===== src/rtl/pio_cycle_pkg.sv =====
package pio_cycle_pkg;

    typedef enum logic [2:0] {
        PH_IDLE,
        PH_SETUP,
        PH_STROBE,
        PH_HOLD,
        PH_RECOVER
    } pio_phase_e;

endpackage


===== src/rtl/pio_sync2.sv =====
module pio_sync2 #(
    parameter int  STAGES    = 2,
    parameter logic RESET_VAL = 1'b1
) (
    input  logic clk,
    input  logic rst_n,
    input  logic d,
    output logic q
);
    logic [STAGES-1:0] chain;

    always_ff @(posedge clk or negedge rst_n) begin
        if (!rst_n) begin
            chain <= {STAGES{RESET_VAL}};
        end else begin
            chain <= {chain[STAGES-2:0], d};
        end
    end

    assign q = chain[STAGES-1];
endmodule


===== src/rtl/pio_down_cnt.sv =====
module pio_down_cnt #(
    parameter int W = 8
) (
    input  logic         clk,
    input  logic         rst_n,
    input  logic         load,
    input  logic [W-1:0] load_val,
    input  logic         dec,
    output logic         zero
);
    logic [W-1:0] cnt;

    always_ff @(posedge clk or negedge rst_n) begin
        if (!rst_n) begin
            cnt <= '0;
        end else if (load) begin
            cnt <= load_val;
        end else if (dec && (cnt != '0)) begin
            cnt <= cnt - 1'b1;
        end
    end

    assign zero = (cnt == '0);
endmodule


===== src/rtl/pio_cycle_engine.sv =====
module pio_cycle_engine
    import pio_cycle_pkg::*;
#(
    parameter int TIME_W = 8,
    parameter int DATA_W = 16,
    parameter int ADDR_W = 3,
    parameter int SYNC_STAGES = 2
) (
    input  logic              clk,
    input  logic              rst_n,
    input  logic              req_valid,
    input  logic              req_write,
    input  logic              req_cs1,
    input  logic [ADDR_W-1:0] req_addr,
    input  logic [DATA_W-1:0] req_wdata,
    input  logic [TIME_W-1:0] req_t_setup,
    input  logic [TIME_W-1:0] req_t_strobe,
    input  logic [TIME_W-1:0] req_t_hold,
    input  logic [TIME_W-1:0] req_t_recov,
    input  logic              req_stretch,
    input  logic              dev_ready,
    input  logic [DATA_W-1:0] dev_din,
    output logic              dev_cs0_n,
    output logic              dev_cs1_n,
    output logic [ADDR_W-1:0] dev_addr,
    output logic              dev_rd_n,
    output logic              dev_wr_n,
    output logic [DATA_W-1:0] dev_dout,
    output logic              dev_dout_en,
    output logic              busy,
    output logic              rsp_ack,
    output logic [DATA_W-1:0] rsp_rdata
);
    localparam int NUM_CNT = 2;
    localparam int CNT_PH  = 0;
    localparam int CNT_REC = 1;

    pio_phase_e st, st_nx;

    // latched request
    logic              wr_q, cs1_q, stretch_q;
    logic [ADDR_W-1:0] addr_q;
    logic [DATA_W-1:0] wdata_q;
    logic [TIME_W-1:0] t_strobe_q, t_hold_q, t_recov_q;

    // counter controls
    logic [NUM_CNT-1:0]             c_load, c_dec, c_zero;
    logic [NUM_CNT-1:0][TIME_W-1:0] c_val;

    logic rdy_sync, stall, accept, capture;
    logic drive_sel, strobe_on;

    pio_sync2 #(
        .STAGES   (SYNC_STAGES),
        .RESET_VAL(1'b1)
    ) u_rdy_sync (
        .clk  (clk),
        .rst_n(rst_n),
        .d    (dev_ready),
        .q    (rdy_sync)
    );

    for (genvar g = 0; g < NUM_CNT; g++) begin : g_cnt
        pio_down_cnt #(.W(TIME_W)) u_cnt (
            .clk     (clk),
            .rst_n   (rst_n),
            .load    (c_load[g]),
            .load_val(c_val[g]),
            .dec     (c_dec[g]),
            .zero    (c_zero[g])
        );
    end

    assign stall = stretch_q && !rdy_sync;

    // next state and counter control
    always_comb begin
        st_nx   = st;
        c_load  = '0;
        c_dec   = '0;
        c_val   = '0;
        accept  = 1'b0;
        capture = 1'b0;
        unique case (st)
            PH_IDLE: begin
                if (req_valid) begin
                    accept         = 1'b1;
                    c_load[CNT_PH] = 1'b1;
                    c_val[CNT_PH]  = req_t_setup;
                    st_nx          = PH_SETUP;
                end
            end
            PH_SETUP: begin
                if (c_zero[CNT_PH]) begin
                    c_load[CNT_PH] = 1'b1;
                    c_val[CNT_PH]  = t_strobe_q;
                    st_nx          = PH_STROBE;
                end else begin
                    c_dec[CNT_PH] = 1'b1;
                end
            end
            PH_STROBE: begin
                if (!stall) begin
                    if (c_zero[CNT_PH]) begin
                        capture         = !wr_q;
                        c_load[CNT_PH]  = 1'b1;
                        c_val[CNT_PH]   = t_hold_q;
                        c_load[CNT_REC] = 1'b1;
                        c_val[CNT_REC]  = t_recov_q;
                        st_nx           = PH_HOLD;
                    end else begin
                        c_dec[CNT_PH] = 1'b1;
                    end
                end
            end
            PH_HOLD: begin
                c_dec[CNT_REC] = 1'b1;
                if (c_zero[CNT_PH]) begin
                    st_nx = c_zero[CNT_REC] ? PH_IDLE : PH_RECOVER;
                end else begin
                    c_dec[CNT_PH] = 1'b1;
                end
            end
            PH_RECOVER: begin
                if (c_zero[CNT_REC]) begin
                    st_nx = PH_IDLE;
                end else begin
                    c_dec[CNT_REC] = 1'b1;
                end
            end
            default: st_nx = PH_IDLE;
        endcase
    end

    // state register, request latch, response registers
    always_ff @(posedge clk or negedge rst_n) begin
        if (!rst_n) begin
            st         <= PH_IDLE;
            wr_q       <= 1'b0;
            cs1_q      <= 1'b0;
            stretch_q  <= 1'b0;
            addr_q     <= '0;
            wdata_q    <= '0;
            t_strobe_q <= '0;
            t_hold_q   <= '0;
            t_recov_q  <= '0;
            rsp_ack    <= 1'b0;
            rsp_rdata  <= '0;
        end else begin
            st      <= st_nx;
            rsp_ack <= (st != PH_IDLE) && (st_nx == PH_IDLE);
            if (accept) begin
                wr_q       <= req_write;
                cs1_q      <= req_cs1;
                stretch_q  <= req_stretch;
                addr_q     <= req_addr;
                wdata_q    <= req_wdata;
                t_strobe_q <= req_t_strobe;
                t_hold_q   <= req_t_hold;
                t_recov_q  <= req_t_recov;
            end
            if (capture) begin
                rsp_rdata <= dev_din;
            end
        end
    end

    // output decode
    always_comb begin
        drive_sel = 1'b0;
        strobe_on = 1'b0;
        unique case (st)
            PH_IDLE:    ;
            PH_SETUP:   drive_sel = 1'b1;
            PH_STROBE: begin
                drive_sel = 1'b1;
                strobe_on = 1'b1;
            end
            PH_HOLD:    drive_sel = 1'b1;
            PH_RECOVER: ;
            default:    ;
        endcase
        busy        = (st != PH_IDLE);
        dev_cs0_n   = !(drive_sel && !cs1_q);
        dev_cs1_n   = !(drive_sel && cs1_q);
        dev_addr    = drive_sel ? addr_q : '0;
        dev_rd_n    = !(strobe_on && !wr_q);
        dev_wr_n    = !(strobe_on && wr_q);
        dev_dout_en = wr_q && (st == PH_STROBE || st == PH_HOLD);
        dev_dout    = dev_dout_en ? wdata_q : '0;
    end
endmodule


===== config.mk =====
export PLATFORM = sky130hd
export DESIGN_NAME = pio_cycle_engine
export DESIGN_NICKNAME = d
export VERILOG_FILES = /design/src/rtl/pio_cycle_pkg.sv /design/src/rtl/pio_sync2.sv /design/src/rtl/pio_down_cnt.sv /design/src/rtl/pio_cycle_engine.sv
export SDC_FILE = /design/constraint.sdc
export NUM_CORES = 1
export LEC_CHECK = 0
export BUFFER_PORTS_ARGS = -buffer_cell sky130_fd_sc_hd__clkbuf_2
export CAP_MARGIN = 10
export CORE_MARGIN = 5
export CORE_UTILIZATION = 45
export DETAILED_ROUTE_END_ITERATION = 6
export GPL_TIMING_DRIVEN = 1
export PLACE_DENSITY = 0.81
export SLEW_MARGIN = 20
export SYNTH_ARGS = -nofsm -noshare
export SYNTH_HDL_FRONTEND = slang
export SYNTH_SLANG_ARGS = --single-unit

===== constraint.sdc =====
create_clock -name clk -period 2.2 [get_ports clk]
set_input_delay 0.11 -clock clk [delete_from_list [all_inputs] [get_ports clk]]
set_output_delay 0.11 -clock clk [all_outputs]
set_load 0.01 [all_outputs]

==> results of run 1 <==
## per-stage QoR
step                hold WS (ps)  setup TNS, ps
floorplan                   -186              0
global placement             147              0
detailed placement           159              0
CTS                       0.0371              0
global route                4.04          -4.99
finish                      19.2              0
## worst register-to-register path, delay by kind of cell (launching register included)
family	cells	cell delay [ps]
AND/OR/NAND/NOR	4	890
multiplexers	1	330
flip-flops	1	410
adder cells (fa/ha/maj)	1	140
buffers and inverters	2	240
## what timing repair did
item                                    in CTS  in global routing
setup buffers                                0                  2
gates cloned                                 0                  1
gates resized for setup                      4                  7
hold buffers                                60                  2
pin swaps                                    0                  2
endpoints found under the setup margin       7                 24
hold endpoints to repair                   105                  2
## layout make-up
cell class / count / area, µm² / area share
Sequential cell: 84 / 2100 / 0.375
Multi-Input combinational cell: 208 / 1770 / 0.315
Timing Repair Buffer: 194 / 1380 / 0.246
Clock buffer: 10 / 138 / 0.0245
Tap cell: 108 / 135 / 0.0241
Clock inverter: 6 / 63.8 / 0.0114
Inverter: 6 / 22.5 / 0.00401
## placed cells by master (no fill, tap or decap), drive strengths merged, types with 3 or more instances in the layout
master       count
buf             17
clkinv           3
o211ai           4
and2            20
xnor2            3
o21ai            8
mux2i            5
nand2           11
dlygate4sd3     62
a21oi            7
nor4             5
mux2            64
nand3            3
nand2b           6
clkbuf         125
dfrtp           82
ha               3
nor2            20
or3              5
a221o            3
inv              6
nor3             7
a222oi           6
## state kept, by name (all words and copies together) (netlist names)
| signal | cells |
|---|---|
| stretch_q | 1 |
| wdata_q | 16 |
| t_hold_q | 8 |
| st | 3 |
| t_strobe_q | 8 |
| wr_q | 1 |
| rsp_rdata | 16 |
| addr_q | 3 |
| rsp_ack | 1 |
| g_cnt.u_cnt.cnt | 16 |
| u_rdy_sync.chain | 2 |
| cs1_q | 1 |
| t_recov_q | 8 |
## metal layers
layer  routed length, µm  up-vias
li1                    -     1504
met1                4190     1562
met2                5370      103
met3                 514       20
met4                 213        0
met5                   0        -
## worst max path at each step
| stage | start | to | slack (ps) | depth (start not counted) |
|---|---|---|---|---|
| after floorplan | g_cnt[0].u_cnt.cnt[0]$_DFFE_PN0P_ | rsp_rdata[10]$_DFFE_PN0P_ | 40 | 10 |
| after global placement | g_cnt[0].u_cnt.cnt[0]$_DFFE_PN0P_ | rsp_rdata[13]$_DFFE_PN0P_ | 60 | 8 |
| after detailed placement | g_cnt[0].u_cnt.cnt[0]$_DFFE_PN0P_ | rsp_rdata[14]$_DFFE_PN0P_ | 4 | 8 |
| after CTS | g_cnt[0].u_cnt.cnt[0]$_DFFE_PN0P_ | rsp_rdata[14]$_DFFE_PN0P_ | 30 | 8 |
| after global routing | g_cnt[0].u_cnt.cnt[0]$_DFFE_PN0P_ | rsp_rdata[14]$_DFFE_PN0P_ | -5 | 8 |
| final | g_cnt[0].u_cnt.cnt[0]$_DFFE_PN0P_ | rsp_rdata[14]$_DFFE_PN0P_ | 70 | 8 |
## logic make-up after synthesis
logic type                 count (synthesis)  synth area share
xor gates and xnor gates                   4           0.00886
buffers and inverters                     24            0.0338
adders and majority gates                  3           0.00949
muxes                                     69             0.204
DFF                                       84             0.532
and+or+nand+nor                           91             0.133
AOI/OAI and AO/OA                         41            0.0785
## power by group through the flow
stage / clock network [W] / logic (W) / registers, W
finish: 0.00110 / 0.000190 / 0.00155
global route: 0.00119 / 0.000211 / 0.00155
CTS: 0.00113 / 0.000186 / 0.00155
detailed placement: 0 / 0.000102 / 0.00158
global placement: 0 / 0.000100 / 0.00158
floorplan: 0 / 0.00000149 / 0.00158
==> impl_metrics.yaml, run 1 <==
run_status:
  status: "complete, no violations"
clocking:
  clk_pin_slew_worst_paths_ps: 80
  cts_tree: "built"
  cts.sinks: 84
  htreeDepth: 3
  cts_root_buf: "clkbuf_8"
  cts_buffers: 9
  clkLatencyLatePin_ps: 350
  cts_buffer_depth: 2
route:
  drc: 0
  drt_wl_total_mm: 10.3
  vias: 3189
  wire_per_inst_um: 16.7
  first_pass_iters: 4
  drt_iter0_markers: 130
  postRouteAntennaNets: 0
  viasPerCell: 5.18
worst_setup_path:
  path_delay_family: "simple AND/OR/NAND/NOR gates"
  cp.arrival_ps: 2360
  crit_slowest_cell: "dfrtp_1"
  endpoint_kind: "flop"
  critPathBufInv: 2
  cpPeakStageDelay_ps: 410
  crit_path_cell_trace: "inv_2 > ha_4 > or3b_4 > nor2_4 > and2_4 > and2b_2 > buf_12 > mux2_2"
  setup.worst_path.class: "flop to flop"
  reg2reg_slack_ps: 70
  cp_max_fo: 8
  reg2reg_to: "rsp_rdata[14]$_DFFE_PN0P_"
  cp.required_ps: 2440
  r2r_start: "g_cnt[0].u_cnt.cnt[0]$_DFFE_PN0P_"
  r2r_cells: 8
  critPathLaunchType: "flop"
timing:
  fin_worst_skew_ps: 9.01
  slew-limit-headroom: 0.594
  worst_slack_ps: 74.6
  setup_viol: 0
  fmax_mhz: 471
  period_minus_slack_ps: 2130
  worstMarginPinSlew_ps: 608
  final_max_slew_viol_count: 0
  finalCritPeriodShare: 0.966
  hold_viol: 0
grt:
  grt.total_usage: 0.196
  grt.met1_usage: 0.230
  met2_usage: 0.345
  grt_pass1_vias: 3547
  antenna_found_initial: 0
  grt.busiest_layer: "met2"
  grt_max_degree: 48
  gr-total-overflow: 0
  grtUsageMet3: 0.0529
  grt_pass1_wl_mm: 17.3
placement:
  dp_cells: 535
  dp_hpwl_mm: 6.69
  portBuffers: 115
  gp_congestion: 0.889
  dpl-instance-area_mm2: 0.00470
  pre_cts_ws_ps: 3.55
layout:
  stdcell_count: 616
  drive_gt1_frac: 0.451
  insertedDiodeCount: 0
  final_area_mm2: 0.00561
  nFillCells: 645
  area_delta_synth_final_pct: 41.9
  nets: 580
  fin_util: 0.650
power_and_ir_drop:
  seq_power_share: 0.545
  clockPowerShare: 0.388
  powerDensity_mw_per_mm2: 505
  intPower_w: 0.00222
  power.leakage_nw: 2.82
  switching_share: 0.217
  ir_drop_mv: 0.414
  total_power_w: 0.00284
  p_comb_frac: 0.067
  power.switching_w: 0.000616
synth:
  synth_top_flop_cell: "dfrtp_1"
  synth-edff-count: 0
  synth_fp_nets: 393
  yosysUniqueCellTypes: 54
  yosys.area.top_type: "dfrtp_1"
  synth_most_common_cell: "dfrtp_1"
  synthTopCellsByCount: "82 x dfrtp_1, 54 x mux2_2, 20 x and2_1"
  ys_async_sr_fraction: 1.00
  synthCells: 316
  ys_warn_count: 0
  netlist_top_cells_area: "dfrtp_1 52%, mux2_2 15%, mux2_4 3.8%"
  ys_seq_elements: 84
  synth_area_mm2: 0.00396
  ys_seq_area_frac: 0.532
  syn_area_per_cell_um2: 12.5
  synth.top_cell.area_share: 0.519
job:
  maxCapViolCount: 0
worst_hold_path:
  hp-class: "input pin to flop"
  min_path_cells: 2
  min_to: "wdata_q[3]$_DFFE_PN0P_"
  hp-start: "req_wdata[3]"
floorplan:
  die-area_mm2: 0.0108
  coreArea_mm2: 0.00864
  io_pins: 116
  chipWidth_um: 104
  start_util: 0.458
  fp-row-count: 34
  die_y_um: 104
No activity file was read; power rests on OpenSTA's default activity.
==> run 2, diff against run 1 <==
Settings changed: PLACE_DENSITY 0.81 to 0.8, SYNTH_HIERARCHICAL set to 1.
==> impl_metrics.yaml, run 2 <==
run_status:
  status: "finished, violations left"
  violations: "setup timing"
worst_setup_path:
  cp_max_fo: 6
  endpoint_kind: "flop"
  r2r_start: "g_cnt[0].u_cnt/cnt[0]$_DFFE_PN0P_"
  setup.worst_path.class: "flop to flop"
  critPathBufInv: 2
  crit_slowest_cell: "or4_1"
  cp.arrival_ps: 2590
  path_delay_family: "simple AND/OR/NAND/NOR gates"
  reg2reg_to: "g_cnt[0].u_cnt/cnt[1]$_DFFE_PN0P_"
  reg2reg_slack_ps: -110
  r2r_cells: 10
  crit_path_cell_trace: "inv_2 > ha_4 > or3b_4 > nor2_4 > nand2_2 > nor3_4 > buf_4 > or3_4 > or4_1 > nand3_1"
  critPathLaunchType: "flop"
  cp.required_ps: 2480
  cpPeakStageDelay_ps: 520
grt:
  antenna_found_initial: 0
  grt_pass1_wl_mm: 19.5
  gr-total-overflow: 0
  grt.total_usage: 0.214
  grt_max_degree: 57
  grt_pass1_vias: 4075
synth:
  ys_async_sr_fraction: 1.00
  synth_most_common_cell: "dfrtp_1"
  synthTopCellsByCount: "82 x dfrtp_1, 52 x mux2_2, 21 x and2_1"
  ys_seq_area_frac: 0.497
  synth_area_mm2: 0.00423
  yosys.area.top_type: "dfrtp_1"
  synthCells: 357
  synth.top_cell.area_share: 0.485
  ys_warn_count: 6
  synth_top_flop_cell: "dfrtp_1"
  netlist_top_cells_area: "dfrtp_1 48%, mux2_2 14%, mux2_4 3.5%"
  synth_fp_nets: 435
  yosysUniqueCellTypes: 50
  syn_area_per_cell_um2: 11.9
  synth-edff-count: 0
  ys_seq_elements: 84
placement:
  portBuffers: 115
  dp_cells: 611
  dp_hpwl_mm: 7.60
  gp_congestion: 0.877
  dpl-instance-area_mm2: 0.00534
timing:
  fin_worst_skew_ps: 13.9
  final_max_slew_viol_count: 0
  worstMarginPinSlew_ps: 746
  holdWs_ps: 231
  fmax_mhz: 433
  worst_slack_ps: -111
  setup_viol: 10
  finalCritPeriodShare: 1.05
  period_minus_slack_ps: 2310
  slew-limit-headroom: 0.503
  rsz0062_at_grt: "true"
  hold_viol: 0
clocking:
  clkLatencyLatePin_ps: 350
  htreeDepth: 3
  cts_buffer_depth: 2
  cts.sinks: 84
  cts_buffers: 9
  clk_pin_slew_worst_paths_ps: 90
  cts_tree: "built"
  cts_root_buf: "clkbuf_8"
route:
  wire_per_inst_um: 17.4
  drc: 0
  vias: 3821
  drt_wl_total_mm: 12.3
  drt_iter0_markers: 182
  postRouteAntennaNets: 0
  first_pass_iters: 4
  viasPerCell: 5.43
layout:
  final_cell_mix: "114 x clkbuf_2, 82 x dfrtp_1, 64 x dlygate4sd3_1, 55 x buf_4, 46 x mux2_2"
  insertedDiodeCount: 0
  area_delta_synth_final_pct: 51.3
  nets: 666
  biggestRegsByFlops: "g_cnt.u_cnt/cnt: 16 flops, rsp_rdata: 16 flops, wdata_q: 16 flops"
  final_common_cell: "clkbuf_2"
  drive_gt1_frac: 0.494
  final_area_mm2: 0.00640
  stdcell_count: 704
worst_hold_path:
  min_to: "g_cnt[0].u_cnt/cnt[6]$_DFFE_PN0P_"
  min_path_cells: 5
  hp-class: "input pin to flop"
  hp-start: "req_t_setup[6]"
floorplan:
  io_pins: 116
  die-area_mm2: 0.0114
  die_y_um: 107
  start_util: 0.460
  chipWidth_um: 107
  fp-row-count: 35
  coreArea_mm2: 0.00920
power_and_ir_drop:
  power.leakage_nw: 3.10
  ir_drop_mv: 0.579
  powerDensity_mw_per_mm2: 1170
job:
  maxCapViolCount: 0
-- run 2: cell types whose count changed after synthesis, moves of 5 or more --
cell | before | now
or4_1 | 0 | 6
mux2i_1 | 5 | 0
clkbuf_1 | 6 | 11
and3_1 | 2 | 16
nor2b_1 | 2 | 12
a221o_1 | 3 | 8
inv_1 | 6 | 11
a222oi_1 | 6 | 0
-- run 2: final cells by class --
class	count	area, µm²
repair buffers	244	1790
clock inverters	7	104
multi-input cells	238	2100
well taps	111	139
clock buffers	9	124
flip-flops and latches	84	2100
inverters	11	41.3
fillers	628	2790
-- run 2: cells by family (layout without fill, tap and decap cells) --
logic type / Yosys count / count (layout) / share of synthesized area
adders and majority gates: 4 / 4 / 0.0118
and+or+nand+nor: 125 / 126 / 0.190
DFF: 84 / 84 / 0.497
xor gates and xnor gates: 1 / 1 / 0.00207
AOI/OAI and AO/OA: 45 / 45 / 0.0772
buffers and inverters: 36 / 271 / 0.0476
muxes: 62 / 62 / 0.174
-- run 2: routing by layer --
layer	share of wire	vias up	GRT usage
li1	-	1760	-
met1	0.39	1882	0.249
met2	0.52	141	0.375
met3	0.049	38	0.0548
met4	0.035	0	0.0858
met5	0	-	0
-- run 2: through the flow --
stage          utilization  total power (W)  setup slack (ps)  TNS (ps)
2_1_floorplan            -          0.00473              -221     -4620
3_3_place_gp         0.581          0.00571             -44.9      -197
3_5_place_dp         0.581          0.00586              -141     -1420
4_1_cts              0.684          0.00733             -33.4      -123
5_1_grt              0.696          0.00795              -190     -2430
6_report             0.696          0.00749              -111      -374
-- run 2: worst max-delay path by stage --
stage                                            from                                end  slack [ps]  depth (start not counted)
floorplan           g_cnt[0].u_cnt/cnt[0]$_DFFE_PN0P_  g_cnt[0].u_cnt/cnt[5]$_DFFE_PN0P_        -220                         10
global placement    g_cnt[0].u_cnt/cnt[1]$_DFFE_PN0P_  g_cnt[1].u_cnt/cnt[1]$_DFFE_PN0P_         -40                         11
detailed placement  g_cnt[0].u_cnt/cnt[1]$_DFFE_PN0P_  g_cnt[1].u_cnt/cnt[1]$_DFFE_PN0P_        -140                         11
CTS                 g_cnt[0].u_cnt/cnt[1]$_DFFE_PN0P_  g_cnt[0].u_cnt/cnt[4]$_DFFE_PN0P_         -30                         11
global route        g_cnt[0].u_cnt/cnt[0]$_DFFE_PN0P_  g_cnt[0].u_cnt/cnt[5]$_DFFE_PN0P_        -190                         11
finish              g_cnt[0].u_cnt/cnt[0]$_DFFE_PN0P_  g_cnt[0].u_cnt/cnt[1]$_DFFE_PN0P_        -110                         10
-- run 2: power by group --
part / total [W] / switching [W] / internal (W)
logic: 0.00351 / 0.00156 / 0.00194
registers: 0.00273 / 0.000496 / 0.00223
clock network: 0.00126 / 0.000602 / 0.000658
-- run 2: timing repair --
action                                 4_1_cts  5_1_grt
endpoints found under the hold margin      116        0
setup endpoints to repair                   19       32
pin swaps                                    7        4
buffers inserted                             3        8
gates cloned                                 1        1
resized for setup                           13        8
hold buffers                                64        0
-- run 2: worst register-to-register path: cells and delay by family, from the launching register on --
kind | cells | cell delay [ps]
buffers and inverters | 2 | 210
DFF | 1 | 380
and+or+nand+nor | 7 | 1480
adders and majority gates | 1 | 150
